===== config.mk =====
export PLATFORM = sky130hd
export DESIGN_NAME = ptp_tod_clock
export DESIGN_NICKNAME = d
export VERILOG_FILES = /design/src/rtl/ptp_tod_pkg.sv /design/src/rtl/ptp_tod_regs.sv /design/src/rtl/ptp_tod_trim.sv /design/src/rtl/ptp_tod_counter.sv /design/src/rtl/ptp_tod_clock.sv
export SDC_FILE = /design/constraint.sdc
export NUM_CORES = 1
export LEC_CHECK = 0
export BUFFER_PORTS_ARGS = -buffer_cell sky130_fd_sc_hd__buf_2
export CAP_MARGIN = 10
export CORE_MARGIN = 8
export CORE_UTILIZATION = 60
export CTS_CLUSTER_SIZE = 12
export DETAILED_ROUTE_END_ITERATION = 6
export PLACE_DENSITY = 0.77
export REMOVE_ABC_BUFFERS = 1
export SLEW_MARGIN = 5
export SYNTH_ARGS = -nofsm -noshare
export SYNTH_HDL_FRONTEND = slang
export SYNTH_HIERARCHICAL = 1
export SYNTH_SLANG_ARGS = --single-unit

===== constraint.sdc =====
create_clock -name clk -period 11.1 [get_ports clk]
set_input_delay 1.665 -clock clk [delete_from_list [all_inputs] [get_ports clk]]
set_output_delay 1.665 -clock clk [all_outputs]
set_load 0.005 [all_outputs]

===== src/rtl/ptp_tod_pkg.sv =====
package ptp_tod_pkg;
  localparam int DATA_W     = 32;
  localparam int REG_ADDR_W = 3;
  localparam int UNIT_BIT   = 30;

  typedef enum logic [1:0] {
    ACT_IDLE  = 2'd0,
    ACT_LOAD  = 2'd1,
    ACT_SAVE  = 2'd2,
    ACT_DELTA = 2'd3
  } tod_act_e;

  localparam logic [REG_ADDR_W-1:0] RA_CTRL     = 3'd0;
  localparam logic [REG_ADDR_W-1:0] RA_SEC_HI   = 3'd1;
  localparam logic [REG_ADDR_W-1:0] RA_SEC_LO   = 3'd2;
  localparam logic [REG_ADDR_W-1:0] RA_NS       = 3'd3;
  localparam logic [REG_ADDR_W-1:0] RA_TRIM_IVL = 3'd4;
  localparam logic [REG_ADDR_W-1:0] RA_TRIM_CFG = 3'd5;
endpackage


===== src/rtl/ptp_tod_regs.sv =====
module ptp_tod_regs
  import ptp_tod_pkg::*;
#(
  parameter int SEC_W = 48,
  parameter int NS_W  = 30
) (
  input  logic                  clk,
  input  logic                  rst,
  input  logic                  wr_en,
  input  logic [REG_ADDR_W-1:0] addr,
  input  logic [DATA_W-1:0]     wr_data,
  input  logic                  rd_en,
  input  logic [SEC_W-1:0]      live_sec,
  input  logic [NS_W-1:0]       live_ns,
  output logic [DATA_W-1:0]     rd_data,
  output tod_act_e              act,
  output logic [SEC_W-1:0]      shd_sec,
  output logic [DATA_W-1:0]     shd_ns,
  output logic [NS_W-1:0]       trim_ivl,
  output logic                  trim_unit_ns,
  output logic                  trim_en,
  output logic                  trim_dir
);
  localparam int SEC_HI_W = SEC_W - DATA_W;

  logic [DATA_W-1:0] rd_mux;

  always_comb begin
    rd_mux = '0;
    case (addr)
      RA_CTRL:     rd_mux[1:0] = act;
      RA_SEC_HI:   rd_mux[SEC_HI_W-1:0] = shd_sec[SEC_W-1:DATA_W];
      RA_SEC_LO:   rd_mux = shd_sec[DATA_W-1:0];
      RA_NS:       rd_mux = shd_ns;
      RA_TRIM_IVL: begin
        rd_mux[NS_W-1:0] = trim_ivl;
        rd_mux[UNIT_BIT] = trim_unit_ns;
      end
      RA_TRIM_CFG: rd_mux[1:0] = {trim_dir, trim_en};
      default:     rd_mux = '0;
    endcase
  end

  always_ff @(posedge clk) begin
    if (rst) begin
      act          <= ACT_IDLE;
      shd_sec      <= '0;
      shd_ns       <= '0;
      trim_ivl     <= '0;
      trim_unit_ns <= 1'b0;
      trim_en      <= 1'b0;
      trim_dir     <= 1'b0;
      rd_data      <= '0;
    end else begin
      if (act != ACT_IDLE) act <= ACT_IDLE;
      if (wr_en) begin
        case (addr)
          RA_CTRL:     act <= tod_act_e'(wr_data[1:0]);
          RA_SEC_HI:   shd_sec[SEC_W-1:DATA_W] <= wr_data[SEC_HI_W-1:0];
          RA_SEC_LO:   shd_sec[DATA_W-1:0] <= wr_data;
          RA_NS:       shd_ns <= wr_data;
          RA_TRIM_IVL: begin
            trim_ivl     <= wr_data[NS_W-1:0];
            trim_unit_ns <= wr_data[UNIT_BIT];
          end
          RA_TRIM_CFG: begin
            trim_en  <= wr_data[0];
            trim_dir <= wr_data[1];
          end
          default: ;
        endcase
      end
      if (act == ACT_SAVE) begin
        shd_sec <= live_sec;
        shd_ns  <= {{(DATA_W-NS_W){1'b0}}, live_ns};
      end
      if (rd_en) rd_data <= rd_mux;
    end
  end

  assert_oneshot_R7: assert property (@(posedge clk) disable iff (rst)
    (act != ACT_IDLE && !(wr_en && addr == RA_CTRL)) |=> act == ACT_IDLE);

  assert_save_R5: assert property (@(posedge clk) disable iff (rst)
    act == ACT_SAVE |=> (shd_sec == $past(live_sec) && shd_ns[NS_W-1:0] == $past(live_ns)));
endmodule


===== src/rtl/ptp_tod_trim.sv =====
module ptp_tod_trim #(
  parameter int NS_W    = 30,
  parameter int STEP_NS = 20
) (
  input  logic            clk,
  input  logic            rst,
  input  logic            en,
  input  logic            unit_ns,
  input  logic [NS_W-1:0] ivl,
  output logic            fire
);
  localparam int ACC_W = NS_W + 2;
  localparam logic [ACC_W-1:0] ADD_NS = ACC_W'(STEP_NS);
  localparam logic [ACC_W-1:0] ADD_PS = ACC_W'(STEP_NS * 1000);

  logic [ACC_W-1:0] acc_q, add, nxt, rem, ivl_ext;
  logic             active;

  always_comb begin
    ivl_ext = {2'b00, ivl};
    active  = en && (ivl != '0);
    add     = unit_ns ? ADD_NS : ADD_PS;
    nxt     = acc_q + add;
    rem     = nxt - ivl_ext;
    fire    = active && (nxt >= ivl_ext);
  end

  always_ff @(posedge clk) begin
    if (rst || !active) acc_q <= '0;
    else if (fire)      acc_q <= (rem >= ivl_ext) ? '0 : rem;
    else                acc_q <= nxt;
  end

  assert_acc_below_ivl_R8: assert property (@(posedge clk) disable iff (rst)
    (active && $past(active) && $stable(ivl)) |-> acc_q < ivl_ext);
endmodule


===== src/rtl/ptp_tod_counter.sv =====
module ptp_tod_counter
  import ptp_tod_pkg::*;
#(
  parameter int SEC_W      = 48,
  parameter int NS_W       = 30,
  parameter int STEP_NS    = 20,
  parameter int NS_PER_SEC = 1_000_000_000
) (
  input  logic              clk,
  input  logic              rst,
  input  tod_act_e          act,
  input  logic [SEC_W-1:0]  shd_sec,
  input  logic [DATA_W-1:0] shd_ns,
  input  logic              fire,
  input  logic              dir,
  output logic [SEC_W-1:0]  tod_sec,
  output logic [NS_W-1:0]   tod_ns
);
  localparam int NSI_W = NS_W + 2;
  localparam logic signed [NSI_W-1:0] NS_MAX = NSI_W'(NS_PER_SEC);
  localparam logic signed [NSI_W-1:0] STEP_S = NSI_W'(STEP_NS);

  logic signed [NSI_W-1:0] ns_q, inc, sum, ns_n, delta;
  logic [SEC_W-1:0]        sec_q, sec_n;
  logic                    tick;

  always_comb begin
    delta = $signed(shd_ns[NSI_W-1:0]);
    tick  = (act == ACT_IDLE) || (act == ACT_SAVE);
    inc   = STEP_S;
    if (fire) inc = dir ? STEP_S - 1 : STEP_S + 1;
    sum   = ns_q + inc;
    ns_n  = sum;
    sec_n = sec_q;
    if (sum >= NS_MAX) begin
      ns_n  = sum - NS_MAX;
      sec_n = sec_q + SEC_W'(1);
    end else if (sum < 0) begin
      ns_n  = sum + NS_MAX;
      sec_n = sec_q - SEC_W'(1);
    end
  end

  always_ff @(posedge clk) begin
    if (rst) begin
      ns_q  <= '0;
      sec_q <= '0;
    end else begin
      case (act)
        ACT_LOAD: begin
          sec_q <= shd_sec;
          ns_q  <= $signed({2'b00, shd_ns[NS_W-1:0]});
        end
        ACT_DELTA: ns_q <= ns_q + delta;
        default: begin
          ns_q  <= ns_n;
          sec_q <= sec_n;
        end
      endcase
    end
  end

  assign tod_sec = sec_q;
  assign tod_ns  = ns_q[NS_W-1:0];

  assert_tick_R2: assert property (@(posedge clk) disable iff (rst)
    (tick && !fire && ns_q >= 0 && ns_q < NS_MAX - STEP_S)
      |=> (ns_q == $past(ns_q) + STEP_S && $stable(sec_q)));

  assert_normalized_R3: assert property (@(posedge clk) disable iff (rst)
    (tick && ns_q > -NS_MAX && ns_q < NS_MAX) |=> (ns_q >= 0 && ns_q < NS_MAX));

  assert_load_R4: assert property (@(posedge clk) disable iff (rst)
    act == ACT_LOAD |=> (sec_q == $past(shd_sec) && tod_ns == $past(shd_ns[NS_W-1:0])));

  assert_delta_R6: assert property (@(posedge clk) disable iff (rst)
    act == ACT_DELTA |=> (ns_q == $past(ns_q) + $past(delta) && $stable(sec_q)));
endmodule


===== src/rtl/ptp_tod_clock.sv =====
module ptp_tod_clock
  import ptp_tod_pkg::*;
#(
  parameter int SEC_W      = 48,
  parameter int NS_W       = 30,
  parameter int STEP_NS    = 20,
  parameter int NS_PER_SEC = 1_000_000_000
) (
  input  logic                  clk,
  input  logic                  rst,
  input  logic                  wr_en,
  input  logic [REG_ADDR_W-1:0] addr,
  input  logic [DATA_W-1:0]     wr_data,
  input  logic                  rd_en,
  output logic [DATA_W-1:0]     rd_data,
  output logic [SEC_W-1:0]      tod_sec,
  output logic [NS_W-1:0]       tod_ns
);
  tod_act_e          act;
  logic [SEC_W-1:0]  shd_sec;
  logic [DATA_W-1:0] shd_ns;
  logic [NS_W-1:0]   trim_ivl;
  logic              trim_unit_ns, trim_en, trim_dir, fire;

  ptp_tod_regs #(.SEC_W(SEC_W), .NS_W(NS_W)) regs_i (
    .clk(clk), .rst(rst), .wr_en(wr_en), .addr(addr), .wr_data(wr_data),
    .rd_en(rd_en), .live_sec(tod_sec), .live_ns(tod_ns), .rd_data(rd_data),
    .act(act), .shd_sec(shd_sec), .shd_ns(shd_ns), .trim_ivl(trim_ivl),
    .trim_unit_ns(trim_unit_ns), .trim_en(trim_en), .trim_dir(trim_dir)
  );

  ptp_tod_trim #(.NS_W(NS_W), .STEP_NS(STEP_NS)) trim_i (
    .clk(clk), .rst(rst), .en(trim_en), .unit_ns(trim_unit_ns),
    .ivl(trim_ivl), .fire(fire)
  );

  ptp_tod_counter #(.SEC_W(SEC_W), .NS_W(NS_W), .STEP_NS(STEP_NS),
                    .NS_PER_SEC(NS_PER_SEC)) cnt_i (
    .clk(clk), .rst(rst), .act(act), .shd_sec(shd_sec), .shd_ns(shd_ns),
    .fire(fire), .dir(trim_dir), .tod_sec(tod_sec), .tod_ns(tod_ns)
  );
endmodule


==> results of run 1 <==
[cell usage after synthesis, types with 52 or more instances]
cell type and count:
a211oi_1 118, a21o_1 55, a21oi_1 210, a22oi_1 52, clkbuf_1 91, dfxtp_1 259, ha_1 150, inv_1 95
mux2i_1 84, nand2_1 261, nand3_1 61, nor2_1 239, o21ai_0 104, xnor2_1 97, xor2_1 62
[stage by stage]
stage / setup slack [ps] / cells / hold WS [ps]
after global routing: 68.0 / 3085 / 469
after detailed placement: 541 / 3031 / 445
after global placement: 933 / 3031 / 438
after CTS: 523 / 3084 / 451
final: 667 / 3085 / 453
after floorplan: 919 / 2414 / 444
[worst max-delay path by stage]
stage	slack, ps	start	cells after the start	endpoint
floorplan	920	regs_i/trim_unit_ns$_SDFFE_PP0P_	37	cnt_i/tod_sec[47]$_SDFFE_PP0P_
global placement	930	regs_i/trim_unit_ns$_SDFFE_PP0P_	37	cnt_i/tod_sec[44]$_SDFFE_PP0P_
detailed placement	540	regs_i/trim_unit_ns$_SDFFE_PP0P_	37	cnt_i/tod_sec[44]$_SDFFE_PP0P_
CTS	520	regs_i/trim_unit_ns$_SDFFE_PP0P_	37	cnt_i/tod_sec[44]$_SDFFE_PP0P_
global route	70	regs_i/trim_unit_ns$_SDFFE_PP0P_	38	cnt_i/tod_sec[31]$_SDFFE_PP0P_
finish	670	regs_i/trim_unit_ns$_SDFFE_PP0P_	38	cnt_i/tod_sec[45]$_SDFFE_PP0P_
[kinds of logic after synthesis]
| logic type | share of synthesized area |
|---|---|
| and+or+nand+nor | 0.188 |
| AOI/OAI and AO/OA | 0.287 |
| other | 0.000184 |
| buffers and inverters | 0.0617 |
| muxes | 0.0440 |
| xor gates and xnor gates | 0.0691 |
| adders and majority gates | 0.0959 |
| DFF | 0.254 |
[tightest hold or removal path, delay by kind of cell (launching register included)]
| kind | cells | cell delay [ps] |
|---|---|---|
| flip-flops | 1 | 310 |
| AO/OA/AOI/OAI | 1 | 50 |
| AND/OR/NAND/NOR | 1 | 50 |
[registers in the layout, summed over array words and instances, names as in the netlist]
name / count
cnt_i/ns_q: 32
cnt_i/tod_sec: 48
regs_i/act: 2
regs_i/rd_data: 32
regs_i/shd_ns: 32
regs_i/shd_sec: 48
regs_i/trim_dir: 1
regs_i/trim_en: 1
regs_i/trim_ivl: 30
regs_i/trim_unit_ns: 1
trim_i/acc_q: 32
[routing by layer]
| metal | share of wire | routed length, um |
|---|---|---|
| met5 | 0.00076 | 53 |
| met4 | 0.051 | 3530 |
| met3 | 0.093 | 6500 |
| met2 | 0.43 | 29900 |
| met1 | 0.43 | 29800 |
[layout make-up]
cell class | count | area (um^2) | share of cell area
diodes | 1 | 2.50 | 0.000113
clock inverters | 15 | 258 | 0.0117
inverters | 95 | 357 | 0.0161
flip-flops and latches | 259 | 5190 | 0.234
well taps | 448 | 561 | 0.0253
repair buffers | 169 | 905 | 0.0409
multi-input cells | 2060 | 14000 | 0.635
clock buffers | 38 | 811 | 0.0367
[report_power, final]
| group | total (mW) | leakage [nW] | switching, mW | internal [mW] |
|---|---|---|---|---|
| sequential | 1.25 | 2.10 | 0.202 | 1.04 |
| combinational | 2.61 | 6.38 | 1.51 | 1.09 |
| clock | 1.09 | 0.525 | 0.429 | 0.656 |
==> run_results.csv, run 1 <==
group,metric,value,unit
outcome,status,"finished, final reports clean",
yosys,async_flop_share,0,
power_and_ir_drop,vdd_drop_max,0.000221,V
critical_path,cp-start-kind,"flip-flop",
place,gp_congestion,0.989,
grt,grt_pass1_wl,108,mm
critical_path,end_kind,"flip-flop",
floorplanning,start_util,0.608,
final_layout,final_cell_mix,"260 x nand2_1, 258 x dfxtp_1, 238 x nor2_1",
final_layout,final_common_cell,"nand2_1",
clock_network,htreeDepth,1,
critical_path,max_stage_delay,510,ps
yosys,synth_edf_count,0,
final_layout,design_area,22100,um^2
clock_network,clk_pin_slew,60,ps
sta,fmax,95.9,MHz
yosys,synth.cell_area,20400,um^2
critical_path,r2r_start,"regs_i/trim_unit_ns$_SDFFE_PP0P_",
final_layout,nFillCells,2959,
yosys,ys_ff_latch,259,
critical_path,critPathRequiredTime,11540,ps
sta,min_period,10430,ps
detailed_routing,postRouteAntennaNets,0,
grt,grt_overflow,0,
floorplanning,dieArea,40200,um^2
min_path,hold_path_depth,2,
detailed_routing,wl,69.8,mm
yosys,yosysSeqAreaShare,0.254,
power_and_ir_drop,finalPower,4.94,mW
power_and_ir_drop,power_density,223,nW/um^2
critical_path,critPathKind,"flip-flop to flip-flop",
place,io_buffers,148,
clock_network,cts.hold.buffers_added,0,
yosys,synth_top_area_frac,0.254,
yosys,synthTopCellsByArea,"dfxtp_1 25%, ha_1 9.2%, a21oi_1 5.2%",
sta,setup_viol,0,
critical_path,ff2ff_setup_slack,670,ps
critical_path,worstRegToRegCells,38,
sta,max_slew_margin,0.185,
clock_network,tritoncts,"built",
place,place_area,21000,um^2
yosys,syn_avg_cell_area,7.88,um^2
sta,fin_skew,54.9,ps
grt,gr-usage-met1,0.439,
yosys,yosys_most_used_dff,"dfxtp_1",
grt,grt_pass1_vias,19400,
grt,use_met3,0.0578,
clock_network,numCtsBuffers,30,
yosys,syn-instance-count,2588,
detailed_routing,wl_per_cell,22.6,um
floorplanning,core,33500,um^2
yosys,synth.distinct_cells,105,
detailed_routing,viasPerCell,6.67,
final_layout,areaGrowthSynthToFinish,8.42,%
final_layout,finalNetCount,2808,
detailed_routing,drt_iter0_drc,2102,
sta,period_share,0.940,
final_layout,final_util,0.660,
sta,tns,0,ps
sta,worst_pin_slew,1220,ps
yosys,yosys_warnings,6,
grt,antenna_found_initial,5,
floorplanning,ios,149,
floorplanning,die_y,200,um
grt,met2_usage,0.500,
power_and_ir_drop,cellLeakagePower,9.01,nW
grt,grtUsageTotal,0.326,
detailed_routing,drcViolationCount,0,
critical_path,slowest_stage,"o41a_1",
grt,grt-busiest-layer,"met2",
clock_network,postCtsResizedCells,0,
clock_network,post_cts_buffers,0,
place,hpwl,51.7,mm
grt,grt_max_degree,75,
clock_network,root_buffer,"clkbuf_16",
critical_path,critPathTopFamily,"compound AO/OA/AOI/OAI gates",
clock_network,clock-sinks,259,
floorplanning,die_w,200,um
detailed_routing,dr.pass1.iters,6,
yosys,synth_top_area_cell,"dfxtp_1",
sta,rsz0062_at_grt,"false",
clock_network,clockBufferDepth,3,
min_path,min_from,"regs_i/rd_data[28]$_SDFFE_PP0P_",
flow_run,maxCapViolCount,0,
sta,maxSlewViolCount,0,
sta,hold_viol,0,
min_path,hold-path-endpoint,"regs_i/rd_data[28]$_SDFFE_PP0P_",
critical_path,cp_max_fo,34,
detailed_routing,vias,20600,
final_layout,drive_gt1_frac,0.108,
critical_path,reg2reg_to,"cnt_i/tod_sec[45]$_SDFFE_PP0P_",
critical_path,crit_buf_inv,4,
floorplanning,rows,67,
min_path,hold_class,"flip-flop to flip-flop",
clock_network,worstSkewPairLatency,600,ps
critical_path,arrival,10880,ps
Note: power is estimated with default switching activity, not from simulation.
==> run 2: changes to the inputs <==
--- a/config.mk
+++ b/config.mk
@@ -7,11 +7,12 @@
 export LEC_CHECK = 0
 export BUFFER_PORTS_ARGS = -buffer_cell sky130_fd_sc_hd__buf_2
 export CAP_MARGIN = 10
+export CORE_ASPECT_RATIO = 0.6
 export CORE_MARGIN = 8
-export CORE_UTILIZATION = 60
+export CORE_UTILIZATION = 25
 export CTS_CLUSTER_SIZE = 12
 export DETAILED_ROUTE_END_ITERATION = 6
-export PLACE_DENSITY = 0.77
+export PLACE_DENSITY = 0.38
 export REMOVE_ABC_BUFFERS = 1
 export SLEW_MARGIN = 5
 export SYNTH_ARGS = -nofsm -noshare
==> run_results.csv, run 2 (synthesized netlist as in run 1, its figures left out) <==
group,metric,value,unit
place,gp_congestion,0.890,
sta,maxSlewViolCount,0,
final_layout,areaGrowthSynthToFinish,12.6,%
critical_path,slowest_stage,"nor4_4",
floorplanning,rows,81,
clock_network,clockBufferDepth,3,
min_path,hold_class,"flip-flop to flip-flop",
grt,grt_max_degree,138,
critical_path,end_kind,"flip-flop",
sta,hold_viol,0,
critical_path,max_stage_delay,460,ps
clock_network,htreeDepth,1,
grt,grt_pass1_vias,18800,
sta,period_share,0.926,
critical_path,critPathRequiredTime,11610,ps
detailed_routing,wl,94.0,mm
grt,grtUsageTotal,0.195,
clock_network,clk_pin_slew,60,ps
detailed_routing,wl_per_cell,25.2,um
detailed_routing,drcViolationCount,0,
floorplanning,die_y,237,um
floorplanning,start_util,0.251,
detailed_routing,vias,20400,
power_and_ir_drop,finalPower,5.24,mW
grt,antenna_found_initial,11,
detailed_routing,drt_iter0_drc,2022,
floorplanning,die_w,385,um
critical_path,cp-start-kind,"flip-flop",
final_layout,fin_cells,3728,
sta,max_slew_margin,0.169,
clock_network,clock-sinks,259,
final_layout,nFillCells,8809,
final_layout,drive_gt1_frac,0.112,
clock_network,worstSkewPairLatency,620,ps
sta,fin_skew,30.9,ps
critical_path,critPathKind,"flip-flop to flip-flop",
place,hpwl,73.5,mm
final_layout,final_cell_mix,"260 x nand2_1, 258 x dfxtp_1, 237 x nor2_1",
clock_network,postCtsResizedCells,0,
floorplanning,dieArea,91300,um^2
floorplanning,core,81200,um^2
critical_path,arrival,10800,ps
floorplanning,ios,149,
clock_network,root_buffer,"clkbuf_16",
power_and_ir_drop,power_density,228,nW/um^2
clock_network,numCtsBuffers,30,
final_layout,final_common_cell,"nand2_1",
critical_path,critPathTopFamily,"compound AO/OA/AOI/OAI gates",
critical_path,crit_buf_inv,3,
final_layout,finalNetCount,2818,
detailed_routing,viasPerCell,5.48,
sta,setup_viol,0,
critical_path,cp_common_cell,"ha_1",
grt,grt_overflow,0,
detailed_routing,postRouteAntennaNets,0,
outcome,status,"finished, final reports clean",
sta,tns,0,ps
detailed_routing,dr.pass1.iters,5,
clock_network,post_cts_buffers,0,
sta,rsz0062_at_grt,"false",
grt,grt_pass1_wl,135,mm
power_and_ir_drop,cellLeakagePower,9.06,nW
sta,worst_pin_slew,1250,ps
power_and_ir_drop,vdd_drop_max,0.000155,V
sta,min_period,10280,ps
flow_run,maxCapViolCount,0,
sta,fmax,97.3,MHz
clock_network,tritoncts,"built",
clock_network,cts.hold.buffers_added,0,
place,io_buffers,148,
critical_path,cp_max_fo,31,
place,dp_cells,3671,
## run 2: cell types whose count changed in the layout (fill, tap and decap cells not counted), sizes merged
cell | before | now
buf | 169 | 179
bufinv | 6 | 3
clkbuf | 38 | 45
clkinv | 9 | 2
clkinvlp | 0 | 2
diode | 1 | 4
## run 2: area by class of cell
type | count | area, um^2 | area share
diodes | 4 | 10.0 | 0.000436
repair buffers | 179 | 1000 | 0.0437
multi-input cells | 2060 | 14000 | 0.611
clock buffers | 45 | 928 | 0.0404
clock inverters | 7 | 115 | 0.00501
inverters | 95 | 357 | 0.0155
flip-flops and latches | 259 | 5190 | 0.226
well taps | 1079 | 1350 | 0.0587
## run 2: path summary, 6_finish.rpt
kind / startpoint / endpoint / slack [ps] / depth (start not counted)
min reg2reg: regs_i/rd_data[22]$_SDFFE_PP0P_ / regs_i/rd_data[22]$_SDFFE_PP0P_ / 450 / 2
min: regs_i/rd_data[22]$_SDFFE_PP0P_ / regs_i/rd_data[22]$_SDFFE_PP0P_ / 450 / 2
max: regs_i/trim_unit_ns$_SDFFE_PP0P_ / cnt_i/tod_sec[38]$_SDFFE_PP0P_ / 820 / 38
max reg2reg: regs_i/trim_unit_ns$_SDFFE_PP0P_ / cnt_i/tod_sec[38]$_SDFFE_PP0P_ / 820 / 38
## run 2: metrics by stage
stage	cell area [um^2]	hold WS [ps]	utilization	setup WS [ps]
after floorplan	19500	444	-	919
after global placement	21900	442	0.270	900
after detailed placement	21900	449	0.270	605
after CTS	22900	457	0.283	587
after global routing	23000	474	0.283	5.59
final	23000	450	0.283	818
## run 2: routing by layer
metal | GRT usage | wire, um | up-vias
met5 | 0 | 0 | -
met4 | 0.0291 | 1480 | 0
met3 | 0.0548 | 8180 | 80
met2 | 0.255 | 34800 | 691
met1 | 0.312 | 49600 | 10000
li1 | - | - | 9630
## run 2: worst register-to-register path: cells and delay by family (launching register included)
kind	cells	cell delay, ps
AO/OA/AOI/OAI	16	3970
adder cells (fa/ha/maj)	5	1860
buffers and inverters	3	590
flip-flops	1	410
AND/OR/NAND/NOR	12	2960
XOR/XNOR	2	420
## run 2: report_power, final
group	internal (mW)	leakage (nW)	switching (mW)	total, mW
clock network	0.640	0.509	0.452	1.09
registers	1.04	2.10	0.243	1.29
logic	1.11	6.45	1.75	2.86
